`config.mk`:
```
export PLATFORM = sky130hd
export DESIGN_NAME = fetch_queue
export DESIGN_NICKNAME = d
export VERILOG_FILES = /design/src/rtl/fq_pkg.sv /design/src/rtl/fq_predict.sv /design/src/rtl/fq_slots.sv /design/src/rtl/fetch_queue.sv
export SDC_FILE = /design/constraint.sdc
export NUM_CORES = 1
export LEC_CHECK = 0
export BUFFER_PORTS_ARGS = -buffer_cell sky130_fd_sc_hd__buf_2
export CAP_MARGIN = 20
export CORE_MARGIN = 10
export CORE_UTILIZATION = 45
export DETAILED_ROUTE_END_ITERATION = 8
export PLACE_DENSITY = 0.66
export SYNTH_ARGS = -nofsm -noshare
export SYNTH_HDL_FRONTEND = slang
export SYNTH_SLANG_ARGS = --single-unit
```
`constraint.sdc`:
```
create_clock -name clk -period 10.3 [get_ports clk]
set_input_delay 1.03 -clock clk [delete_from_list [all_inputs] [get_ports clk]]
set_output_delay 1.03 -clock clk [all_outputs]
set_load 0.05 [all_outputs]
```
`src/rtl/fq_pkg.sv`:
```
package fq_pkg;

    localparam int FQ_SLOTS  = 3;
    localparam int FQ_MAX_IN = 2;
    localparam int FQ_LINE   = FQ_SLOTS + FQ_MAX_IN;
    localparam int FQ_CNT_W  = $clog2(FQ_LINE + 1);

    typedef enum logic [1:0] {
        Q_EMPTY = 2'd0,
        Q_ONE   = 2'd1,
        Q_TWO   = 2'd2,
        Q_FULL  = 2'd3
    } q_state_e;

endpackage

```
`src/rtl/fq_predict.sv`:
```
module fq_predict #(
    parameter int AW     = 32,
    parameter int DISP_W = 16
) (
    input  logic              valid,
    input  logic              br_flag,
    input  logic              cond_flag,
    input  logic              hint_flag,
    input  logic [DISP_W-1:0] disp,
    input  logic [AW-1:0]     pc,
    output logic              taken,
    output logic [AW-1:0]     target
);

    localparam int EXT_W = AW - DISP_W;

    logic backward;
    logic dflt_taken;

    always_comb begin
        backward   = disp[DISP_W-1];
        dflt_taken = ~cond_flag | backward;
        taken      = valid & br_flag & (dflt_taken ^ hint_flag);
        target     = pc + {{EXT_W{disp[DISP_W-1]}}, disp};
    end

endmodule

```
`src/rtl/fq_slots.sv`:
```
module fq_slots
    import fq_pkg::*;
#(
    parameter int IW         = 32,
    parameter int AW         = 32,
    parameter int INSN_BYTES = 4
) (
    input  logic                clk,
    input  logic                rst_n,
    input  logic [FQ_CNT_W-1:0] occ,
    input  logic                pop,
    input  logic [1:0]          take,
    input  logic                mark_dec,
    input  logic                mark_inner,
    input  logic [IW-1:0]       in_word0,
    input  logic [IW-1:0]       in_word1,
    input  logic [AW-1:0]       in_pc,
    output logic [IW-1:0]       dec_word,
    output logic [AW-1:0]       dec_pc,
    output logic                dec_done,
    output logic [IW-1:0]       inner_word,
    output logic [AW-1:0]       inner_pc,
    output logic                inner_done
);

    localparam int NS = FQ_SLOTS;
    localparam int NL = FQ_LINE;

    logic [NS-1:0][IW-1:0] sw_q, sw_d;
    logic [NS-1:0][AW-1:0] sp_q, sp_d;
    logic [NS-1:0]         sd_q, sd_d;

    logic [NL-1:0][IW-1:0] lw;
    logic [NL-1:0][AW-1:0] lp;
    logic [NL-1:0]         ld;

    // Line of held entries followed by the accepted words, oldest first
    always_comb begin
        lw = '0;
        lp = '0;
        ld = '0;
        for (int k = 0; k < NS; k++) begin
            if (k < int'(occ)) begin
                lw[k] = sw_q[k];
                lp[k] = sp_q[k];
                ld[k] = sd_q[k];
            end
        end
        if (take != 2'd0) begin
            lw[occ] = in_word0;
            lp[occ] = in_pc;
        end
        if (take == 2'd2) begin
            lw[occ + 3'd1] = in_word1;
            lp[occ + 3'd1] = in_pc + AW'(INSN_BYTES);
        end
        ld[0] = ld[0] | mark_dec;
        ld[1] = ld[1] | mark_inner;
    end

    // Advance by one position when decode hands its word off
    always_comb begin
        for (int i = 0; i < NS; i++) begin
            sw_d[i] = lw[i + int'(pop)];
            sp_d[i] = lp[i + int'(pop)];
            sd_d[i] = ld[i + int'(pop)];
        end
    end

    always_ff @(posedge clk or negedge rst_n) begin
        if (!rst_n) begin
            sw_q <= '0;
            sp_q <= '0;
            sd_q <= '0;
        end else begin
            sw_q <= sw_d;
            sp_q <= sp_d;
            sd_q <= sd_d;
        end
    end

    assign dec_word   = sw_q[0];
    assign dec_pc     = sp_q[0];
    assign dec_done   = sd_q[0];
    assign inner_word = sw_q[1];
    assign inner_pc   = sp_q[1];
    assign inner_done = sd_q[1];

    // a branch that redirected from decode is remembered while it waits
    p_dec_mark_sticks_r8: assert property (@(posedge clk) disable iff (!rst_n)
        (mark_dec && !pop) |=> dec_done);

    // an inner branch that redirected keeps its mark into decode
    p_inner_mark_moves_r8: assert property (@(posedge clk) disable iff (!rst_n)
        (mark_inner && pop) |=> dec_done);

endmodule

```
`src/rtl/fetch_queue.sv`:
```
module fetch_queue
    import fq_pkg::*;
#(
    parameter int IW         = 32,
    parameter int AW         = 32,
    parameter int DISP_W     = 16,
    parameter int BR_BIT     = 31,
    parameter int COND_BIT   = 30,
    parameter int HINT_BIT   = 29,
    parameter int INSN_BYTES = 4
) (
    input  logic          clk,
    input  logic          rst_n,
    input  logic [1:0]    in_cnt,
    input  logic [IW-1:0] in_word0,
    input  logic [IW-1:0] in_word1,
    input  logic [AW-1:0] in_pc,
    output logic          in_ready,
    output logic          dec_valid,
    output logic [IW-1:0] dec_word,
    output logic [AW-1:0] dec_pc,
    input  logic          dec_stall,
    output logic          redir_valid,
    output logic [AW-1:0] redir_pc,
    input  logic          ex_mispredict,
    input  logic [AW-1:0] ex_target
);

    localparam int NPRED = 2;

    q_state_e state, state_next;

    logic [FQ_CNT_W-1:0] occ, remain, total, keep_lim, kept, next_occ;
    logic [1:0]          take;
    logic                pop;
    logic                dec_redir, inner_redir;

    logic [IW-1:0]       inner_word;
    logic [AW-1:0]       inner_pc;
    logic                dec_done, inner_done;

    logic [NPRED-1:0][IW-1:0] pw;
    logic [NPRED-1:0][AW-1:0] ppc;
    logic [NPRED-1:0][AW-1:0] p_target;
    logic [NPRED-1:0]         p_taken;

    // State register
    always_ff @(posedge clk or negedge rst_n) begin
        if (!rst_n) begin
            state <= Q_EMPTY;
        end else begin
            state <= state_next;
        end
    end

    // Outputs and decisions derived from the current state
    always_comb begin
        unique case (state)
            Q_EMPTY: occ = 3'd0;
            Q_ONE:   occ = 3'd1;
            Q_TWO:   occ = 3'd2;
            Q_FULL:  occ = 3'd3;
        endcase

        dec_valid = (occ != 3'd0);
        pop       = dec_valid & ~dec_stall;
        remain    = occ - {2'b00, pop};
        in_ready  = (remain <= 3'd1);

        dec_redir   = ~ex_mispredict & p_taken[0] & ~dec_done;
        inner_redir = ~ex_mispredict & ~dec_redir & p_taken[1] & ~inner_done;
        redir_valid = ex_mispredict | dec_redir | inner_redir;

        if (ex_mispredict) begin
            redir_pc = ex_target;
        end else if (dec_redir) begin
            redir_pc = p_target[0];
        end else begin
            redir_pc = p_target[1];
        end

        if (in_ready && !redir_valid) begin
            take = in_cnt[1] ? 2'd2 : {1'b0, in_cnt[0]};
        end else begin
            take = 2'd0;
        end

        total = occ + {1'b0, take};
        if (ex_mispredict) begin
            keep_lim = 3'd0;
        end else if (dec_redir) begin
            keep_lim = 3'd1;
        end else if (inner_redir) begin
            keep_lim = 3'd2;
        end else begin
            keep_lim = 3'(FQ_LINE);
        end
        kept     = (total < keep_lim) ? total : keep_lim;
        next_occ = ex_mispredict ? 3'd0 : (kept - {2'b00, pop});
    end

    // Fill, drain, hold and flush all land through the surviving count
    always_comb begin
        unique case (next_occ)
            3'd0:    state_next = Q_EMPTY;
            3'd1:    state_next = Q_ONE;
            3'd2:    state_next = Q_TWO;
            default: state_next = Q_FULL;
        endcase
    end

    fq_slots #(
        .IW         (IW),
        .AW         (AW),
        .INSN_BYTES (INSN_BYTES)
    ) u_slots (
        .clk        (clk),
        .rst_n      (rst_n),
        .occ        (occ),
        .pop        (pop),
        .take       (take),
        .mark_dec   (dec_redir),
        .mark_inner (inner_redir),
        .in_word0   (in_word0),
        .in_word1   (in_word1),
        .in_pc      (in_pc),
        .dec_word   (dec_word),
        .dec_pc     (dec_pc),
        .dec_done   (dec_done),
        .inner_word (inner_word),
        .inner_pc   (inner_pc),
        .inner_done (inner_done)
    );

    assign pw[0]  = dec_word;
    assign pw[1]  = inner_word;
    assign ppc[0] = dec_pc;
    assign ppc[1] = inner_pc;

    for (genvar g = 0; g < NPRED; g++) begin : g_pred
        fq_predict #(
            .AW     (AW),
            .DISP_W (DISP_W)
        ) u_pred (
            .valid     (occ > 3'(g)),
            .br_flag   (pw[g][BR_BIT]),
            .cond_flag (pw[g][COND_BIT]),
            .hint_flag (pw[g][HINT_BIT]),
            .disp      (pw[g][DISP_W-1:0]),
            .pc        (ppc[g]),
            .taken     (p_taken[g]),
            .target    (p_target[g])
        );
    end

    // a full queue never advertises room
    p_full_blocks_r3: assert property (@(posedge clk) disable iff (!rst_n)
        (state == Q_FULL) |-> !in_ready);

    // a stalled decode word stays put
    p_stall_hold_r4: assert property (@(posedge clk) disable iff (!rst_n)
        (dec_valid && dec_stall && !ex_mispredict) |=>
            (dec_valid && $stable(dec_word) && $stable(dec_pc)));

    // a mispredict leaves nothing in decode
    p_misp_empties_r9: assert property (@(posedge clk) disable iff (!rst_n)
        ex_mispredict |=> !dec_valid);

    // a decode redirect leaves at most the branch itself
    p_dec_redir_drops_r6: assert property (@(posedge clk) disable iff (!rst_n)
        dec_redir |=> (state == Q_EMPTY || state == Q_ONE));

    // a stalled redirecting decode branch does not redirect again
    p_single_redirect_r8: assert property (@(posedge clk) disable iff (!rst_n)
        (dec_redir && dec_stall) |=> (!redir_valid || ex_mispredict));

    // the inner word is the next one to reach decode
    p_in_order_r2: assert property (@(posedge clk) disable iff (!rst_n)
        (pop && occ >= 3'd2 && !ex_mispredict && !dec_redir) |=>
            (dec_word == $past(inner_word)));

endmodule

```
# Word level (Yosys, flattened, before mapping)
# Cells that the tools add are included.
[word_totals]
register_bits = 197
inputBits = 134
out_inout_bits = 99
elab_cells = 126
[classes]
add_sub_neg = 9
order_cmp = 14
n_eq_ne = 6
n_mux = 56
n_bitwise = 25
n_reduce_logical = 8
[op_table]
columns = ["cell", "count"]
rows = [
  ["$mux 32", 22],
  ["$bwmux 160", 4],
  ["$mux 160", 4],
  ["$bmux 32 s3", 4],
  ["$demux 32 s3", 2],
  ["$add 32x32->32", 2],
  ["$lt 32x5->1 const B", 2],
  ["$add 32x3->32 const B", 1],
  ["$mux 3", 5],
  ["$pmux 3 s4", 1],
  ["$and 1x1->1", 10],
  ["$mux 1", 9],
  ["$lt 3x4->1 const B", 2],
  ["$not 1->1", 7],
  ["$bmux 1 s3", 2],
  ["$eq 2x2->1 const B", 3],
  ["$ge 3x1->1 const B", 2],
  ["$gt 3x1->1 const B", 2],
  ["$lt 1x3->1 const A", 2],
  ["$or 1x1->1", 6],
  ["$pmux 2 s3", 1],
  ["$sub 3x1->3", 2],
  ["$lt 1x4->1 const B", 1],
  ["$mux 2", 2],
  ["17 further kinds", 20],
]

# Depth between registers and ports, before layout
[logic_depth]
depth_word = 22
depth_mapped = 24
depth_no_buf = 22

# Modules after synthesis
# Synthesis repeated with hierarchy kept, for this count alone.
[unflattened]
cells_unflattened = 2336
area_unflattened_um2 = 18440.2
[modules_own_cells]
columns = ["module", "instances", "cells_each", "area_each_um2", "seq_area_each_um2"]
rows = [
  ["fq_slots", 1, 1679, 13630.6, 4879.7],
  ["fq_predict (g_pred[0].u_pred)", 1, 278, 2067.0, 0.0],
  ["fq_predict (g_pred[1].u_pred)", 1, 224, 1622.8, 0.0],
  ["fetch_queue", 1, 155, 1119.8, 50.0],
]

# Worst setup path after synthesis
# OpenSTA, ideal clock, no wires.
[synth_timing]
kind = "input to register"
from = "input dec_stall"
to = "register state[0]"
setup_time_ns = 0.136
t_arrival_ns = 5.322
t_required_ns = 10.164
path_slack_ns = 4.842
path_stages = 23
n_path_buf = 2
cell_sequence = "inv_2 > nand2_1 > inv_2 > clkbuf_1 > clkbuf_1 > ha_1 > ha_1 > nor3b_1 > a21o_1 > and4b_1 > ha_1 > inv_1 > fa_1 > inv_1 > ha_1 > o31ai_1 > nand2b_1 > a21oi_1 > mux2i_1 > ha_1 > ha_1 > xnor2_1 > a21oi_1"
[synth_between]
elab_chain_cells = 13
word_cells_on_any_way = 15
classes_between = "add/sub: 3; order compare: 2; eq/ne: 2; mux: 4; bitwise: 2; reduce/logical: 2"
[synth_lines]
columns = ["item", "line_no", "text"]
rows = [
  ["from (decl)", "fetch_queue.sv:22", "input logic dec_stall,"],
  ["$not 1->1 (*)", "fetch_queue.sv:66", "pop = dec_valid & ~dec_stall;"],
  ["$and 1x1->1 (*)", "fetch_queue.sv:66", ""],
  ["$sub 3x1->3 (*)", "fetch_queue.sv:67", "remain = occ - {2'b00, pop};"],
  ["$le 3x1->1 (*)", "fetch_queue.sv:68", "in_ready = (remain <= 3'd1);"],
  ["via in_ready", "fetch_queue.sv:18", "output logic in_ready,"],
  ["$logic_and 1x1->1 (*)", "fetch_queue.sv:82", "if (in_ready && !redir_valid) begin"],
  ["$mux 2 (*)", "fetch_queue.sv:82", ""],
  ["$add 3x2->3 (*)", "fetch_queue.sv:88", "total = occ + {1'b0, take};"],
  ["$lt 3x3->1", "fetch_queue.sv:98", "kept = (total < keep_lim) ? total : keep_lim;"],
  ["$mux 3 (*)", "fetch_queue.sv:98", ""],
  ["$sub 3x1->3 (*)", "fetch_queue.sv:99", "next_occ = ex_mispredict ? 3'd0 : (kept - {2'b00, pop});"],
  ["$mux 3 (*)", "fetch_queue.sv:99", ""],
  ["$eq 3x2->1, or another cell as far along", "fetch_queue.sv:104", "unique case (next_occ)"],
  ["$pmux 2 s3 (*)", "fetch_queue.sv:104", ""],
  ["via state_next[0]", "fetch_queue.sv:31", "q_state_e state, state_next;"],
  ["to (signal assigned)", "fetch_queue.sv:52", "state <= state_next;"],
  ["to (decl)", "fetch_queue.sv:31", ""],
]
# The timed path passes the listed nets; every way through them passes the cells marked *.

# Final worst setup path
[layout_timing]
from = "register state[0]"
to = "register state[0]"
[layout_between]
elab_chain_cells = 22
word_cells_on_any_way = 38
classes_between = "add/sub: 3; order compare: 4; eq/ne: 5; mux: 8; bitwise: 13; reduce/logical: 5"
[layout_lines]
columns = ["item", "line_no", "text"]
rows = [
  ["$eq 2x2->1, or another cell as far along", "fetch_queue.sv:58", "unique case (state)"],
  ["$pmux 3 s4 (*)", "fetch_queue.sv:58", ""],
  ["$gt 3x1->1", "fetch_queue.sv:145", ".valid (occ > 3'(g)),"],
  ["$and 1x1->1 (2 in series)", "fq_predict.sv:23", "taken = valid & br_flag & (dflt_taken ^ hint_flag);"],
  ["$and 1x1->1 (2 in series)", "fetch_queue.sv:70", "dec_redir = ~ex_mispredict & p_taken[0] & ~dec_done;"],
  ["$not 1->1", "fetch_queue.sv:71", "inner_redir = ~ex_mispredict & ~dec_redir & p_taken[1] & ~inner_done;"],
  ["$and 1x1->1 (3 in series)", "fetch_queue.sv:71", ""],
  ["$or 1x1->1", "fetch_queue.sv:72", "redir_valid = ex_mispredict | dec_redir | inner_redir;"],
  ["[... 3 more ...]", "-", ""],
  ["$add 3x2->3", "fetch_queue.sv:88", ""],
  ["$lt 3x3->1", "fetch_queue.sv:98", ""],
  ["$mux 3", "fetch_queue.sv:98", ""],
  ["$sub 3x1->3 (*)", "fetch_queue.sv:99", ""],
  ["$mux 3 (*)", "fetch_queue.sv:99", ""],
  ["$eq 3x2->1, or another cell as far along", "fetch_queue.sv:104", ""],
  ["$pmux 2 s3 (*)", "fetch_queue.sv:104", ""],
  ["via state_next[0]", "fetch_queue.sv:31", ""],
]
# The timed path passes the listed nets; every way through them passes the cells marked *. The select of a mux whose other input is x is not followed.

==> summary.md <==
| Metric | Value |
|---|---|
| Number of nets in the layout | 1906 |
| Layout cells sized above 1 | slightly below 20% |
| CP most frequent cell | ha_1 |
| Number of filler cells placed in the layout | 3103 |
| First-pass iteration count of the detailed router | 9 |
| Cell at the root of the clock tree | clkbuf_16 |
| Cell-by-cell trace of the critical path | nor2_1, inv_2, nand2_4, inv_6, ha_1, ha_1, nor3b_1, a21o_1, nand4_1, fa_1, inv_1, ha_1, o31ai_1, nand2b_1, a21oi_1, mux2i_1, ha_1, ha_1, xnor2_1, a21oi_1 |
| Final count of hold timing violations | 0 |
| Cell type with the highest aggregate area in the netlist | dfrtp_1 |
| Average instance area after synthesis | 8.981 µm² |
| Number of synthesis warnings | 0 |
| Power Total | between 4000 and 5000 µW |
| Worst slew margin | 35.57% |
| Cell area after synthesis | 0.01465 mm² |
| Area taken by multi-input logic gates | 0.008608 mm² |
| Port Buffers | 232 |
| Most common cell in the netlist | a21oi_1 |
| Die ar. | 0.04017 mm² |
| Remaining global-route overflow | 0 |
| Number of enable flip-flop cells after synthesis | 0 |
| Buf+Inv Stages, Crit Path | 3 |
| RSZ-0062 raised after global routing | no |
| Fin Clk Skew | around 0.011 ns |
| Worst hold path type | reg -> reg |
| Hold Buf Count CTS | 0 |
| Final weighted congestion in routability-driven placement | 0.9535 |
| Post-synth ARST share | 100.0% |
| Static Leakage | around 0.0072 µW |
| Number of primary I/O pins | 233 |
| Critical path class | reg -> reg |
| Sequential cell area | 0.004931 mm² |
| CTS tree | done |
| Post-route ant nets | 0 |
| Power per Cell Area | 297.7 mW/mm² |
| Worst path slowest cell | fa_1 |
| Placement Rows | 66 |
| Startpoint class of the critical path | register |
| Routed wire length | 53970 µm |
| Data required time of the critical path | 10.61 ns |
| Number of remaining DRC errors | 0 |
| Kind of cell adding the most delay to the critical path | adder cells |
| Sum of negative setup slack | 0 ns |
| Max-cap violation count | 0 |
| Final count of negative-setup-slack endpoints | 0 |
| Achievable frequency | 171.0 MHz |
| Sequential-to-total area share from yosys stat | between 30% and 40% |
| Number of cells upsized or downsized after cts | 0 |
| Top area cells in the synthesized netlist | dfrtp_1 34%, a21oi_1 7.8%, a221oi_1 7.5% |
| Final Worst Setup Slack | 4.453 ns |
| Run status | completed |
| CTS H-tree lvls | 4 |
| Clock sink count | 197 |
| Flip-flop and latch count after synthesis | 197 |
| VDD IR max | 146.2 µV |
| Clock latency at the later pin of the worst-skew pair | 0.45 ns |
| Die Height | between 200 and 250 µm |
| Number of vias after detailed routing | about 14k |
| Vias in the first global route | 13.90k |
| Predominant post-synthesis flop cell | dfrtp_1 |
| Via-to-Cell Ratio | approximately 6.7 |
| Place WS | between 4 and 5 ns |
| Synthesized netlist net count | 1839 |
| Antenna violations before repair | 11 |
| Post-synthesis cell type count | 81 |
| Actual transition at the worst max-transition pin | ~0.96 ns |
| Overall global routing resource usage | 25.59% |
| Clock Pin Slew Worst Setup and Hold Paths | 0.07 ns |
| Area inside the core boundary | 0.03229 mm² |
| Starting density of the core | between 40% and 50% |
| Number of buffers inserted during clock tree synthesis | 17 |
| Yosys top cell area share | between 30 and 40% |
| Commonest cells in the synthesized netlist | 228 x a21oi_1, 197 x dfrtp_1, 126 x a221oi_1, 113 x clkbuf_1, 101 x a222oi_1 |
| Max FO, Critical Path | 63 |
| Clk buf depth | 2 |
| Maximum number of pins on one net before global-route repair | 85 |
| Detailed router's first-iteration violation count | 2200 |
| Crit-path max cell delay | 0.72 ns |
| Data arrival time of the worst path | 6.16 ns |
| Final critical-path share of the clock period | 56.77% |
| Post-CTS setup repair buffer count | 0 |
| Wire length of the first global-routing pass | 82770 µm |
| Mean routed wirelength per cell | about 25 µm |
| Area growth from synthesis to layout | 10.57% |
| Time the worst path needs with I/O delays and setup | 5.847 ns |
| Die boundary width | between 200 and 250 µm |
| Number of standard cells after synthesis | 1631 |
| Endpoint class of the critical path | register |
| Placed wire-length estimate | 38000 µm |
| Final worst hold slack | 0.5418 ns |
| Number of max-slew violations in the final report | 0 |
[cells by family after synthesis]
family / count (synthesis) / share of synthesized area, %
DFF: 197 / 33.66
muxes: 70 / 4.835
xor gates and xnor gates: 70 / 4.186
and+or+nand+nor: 306 / 9.857
buffers and inverters: 242 / 8.004
adders and majority gates: 74 / 6.475
AOI/OAI and AO/OA: 672 / 32.99
[cell type report]
class / count / area share (%)
multi-input cells: 1192 / 53.15
flip-flops and latches: 197 / 30.45
repair buffers: 252 / 8.151
well taps: 442 / 3.415
clock buffers: 18 / 2.650
clock inverters: 13 / 1.167
inverters: 38 / 0.9116
diodes: 7 / 0.1082
[through the flow]
step           std cells  instance area, µm²  util, %
2_1_floorplan       1631               14650        -
3_3_place_gp        2121               15560    48.19
3_5_place_dp        2121               15560    48.19
4_1_cts             2152               16180    50.10
5_1_grt             2157               16190    50.14
6_report            2159               16200    50.16
[sequential cells by signal (all words and copies together), names as in the netlist]
signal	cells
u_slots.sp_q	32
u_slots.inner_pc	32
u_slots.sd_q	3
u_slots.inner_word	32
state	2
u_slots.dec_pc	32
u_slots.dec_word	32
u_slots.sw_q	32
[power breakdown]
part | leakage, µW | switching, µW | internal (µW)
clock network | 0.000300 | 327 | 391
registers | 0.00261 | 276 | 1050
logic | 0.00430 | 1900 | 875
[cell usage in the layout (no fill, tap or decap), types with 32 or more instances in the layout]
cell type,instances
nand3_1,32
dfrtp_1,196
xnor2_1,37
a221oi_1,126
xor2_1,33
buf_2,231
a21oi_1,228
nor2_1,85
inv_1,35
a222oi_1,101
nand2_1,83
mux2i_1,67
ha_1,71
o21ai_0,64
[worst paths after layout]
kind / startpoint / end / slack (ns) / cells past startpoint
worst max-delay path: state[0]$_DFF_PN0_ / state[0]$_DFF_PN0_ / 4.45 / 20
worst min register to register: u_slots.sd_q[2]$_DFF_PN0_ / u_slots.sd_q[2]$_DFF_PN0_ / 0.54 / 1
max in group asynchronous: rst_n / u_slots.inner_word[14]$_DFF_PN0_ / 8.33 / 2
worst min-delay path: u_slots.sd_q[2]$_DFF_PN0_ / u_slots.sd_q[2]$_DFF_PN0_ / 0.54 / 1
worst max register to register: state[0]$_DFF_PN0_ / state[0]$_DFF_PN0_ / 4.45 / 20
min in group asynchronous: rst_n / u_slots.dec_pc[23]$_DFF_PN0_ / 0.56 / 1
[metal layers]
layer	vias up	global-route usage (%)	wire length [µm]	part of all wire, %
met3	68	7.020	5546	10
met5	-	0	40	0.074
met4	6	7.817	1015	1.9
met2	773	40.06	24430	45
li1	6492	-	-	-
met1	7045	33.75	22940	43
No activity file was read; power rests on OpenSTA's default activity.
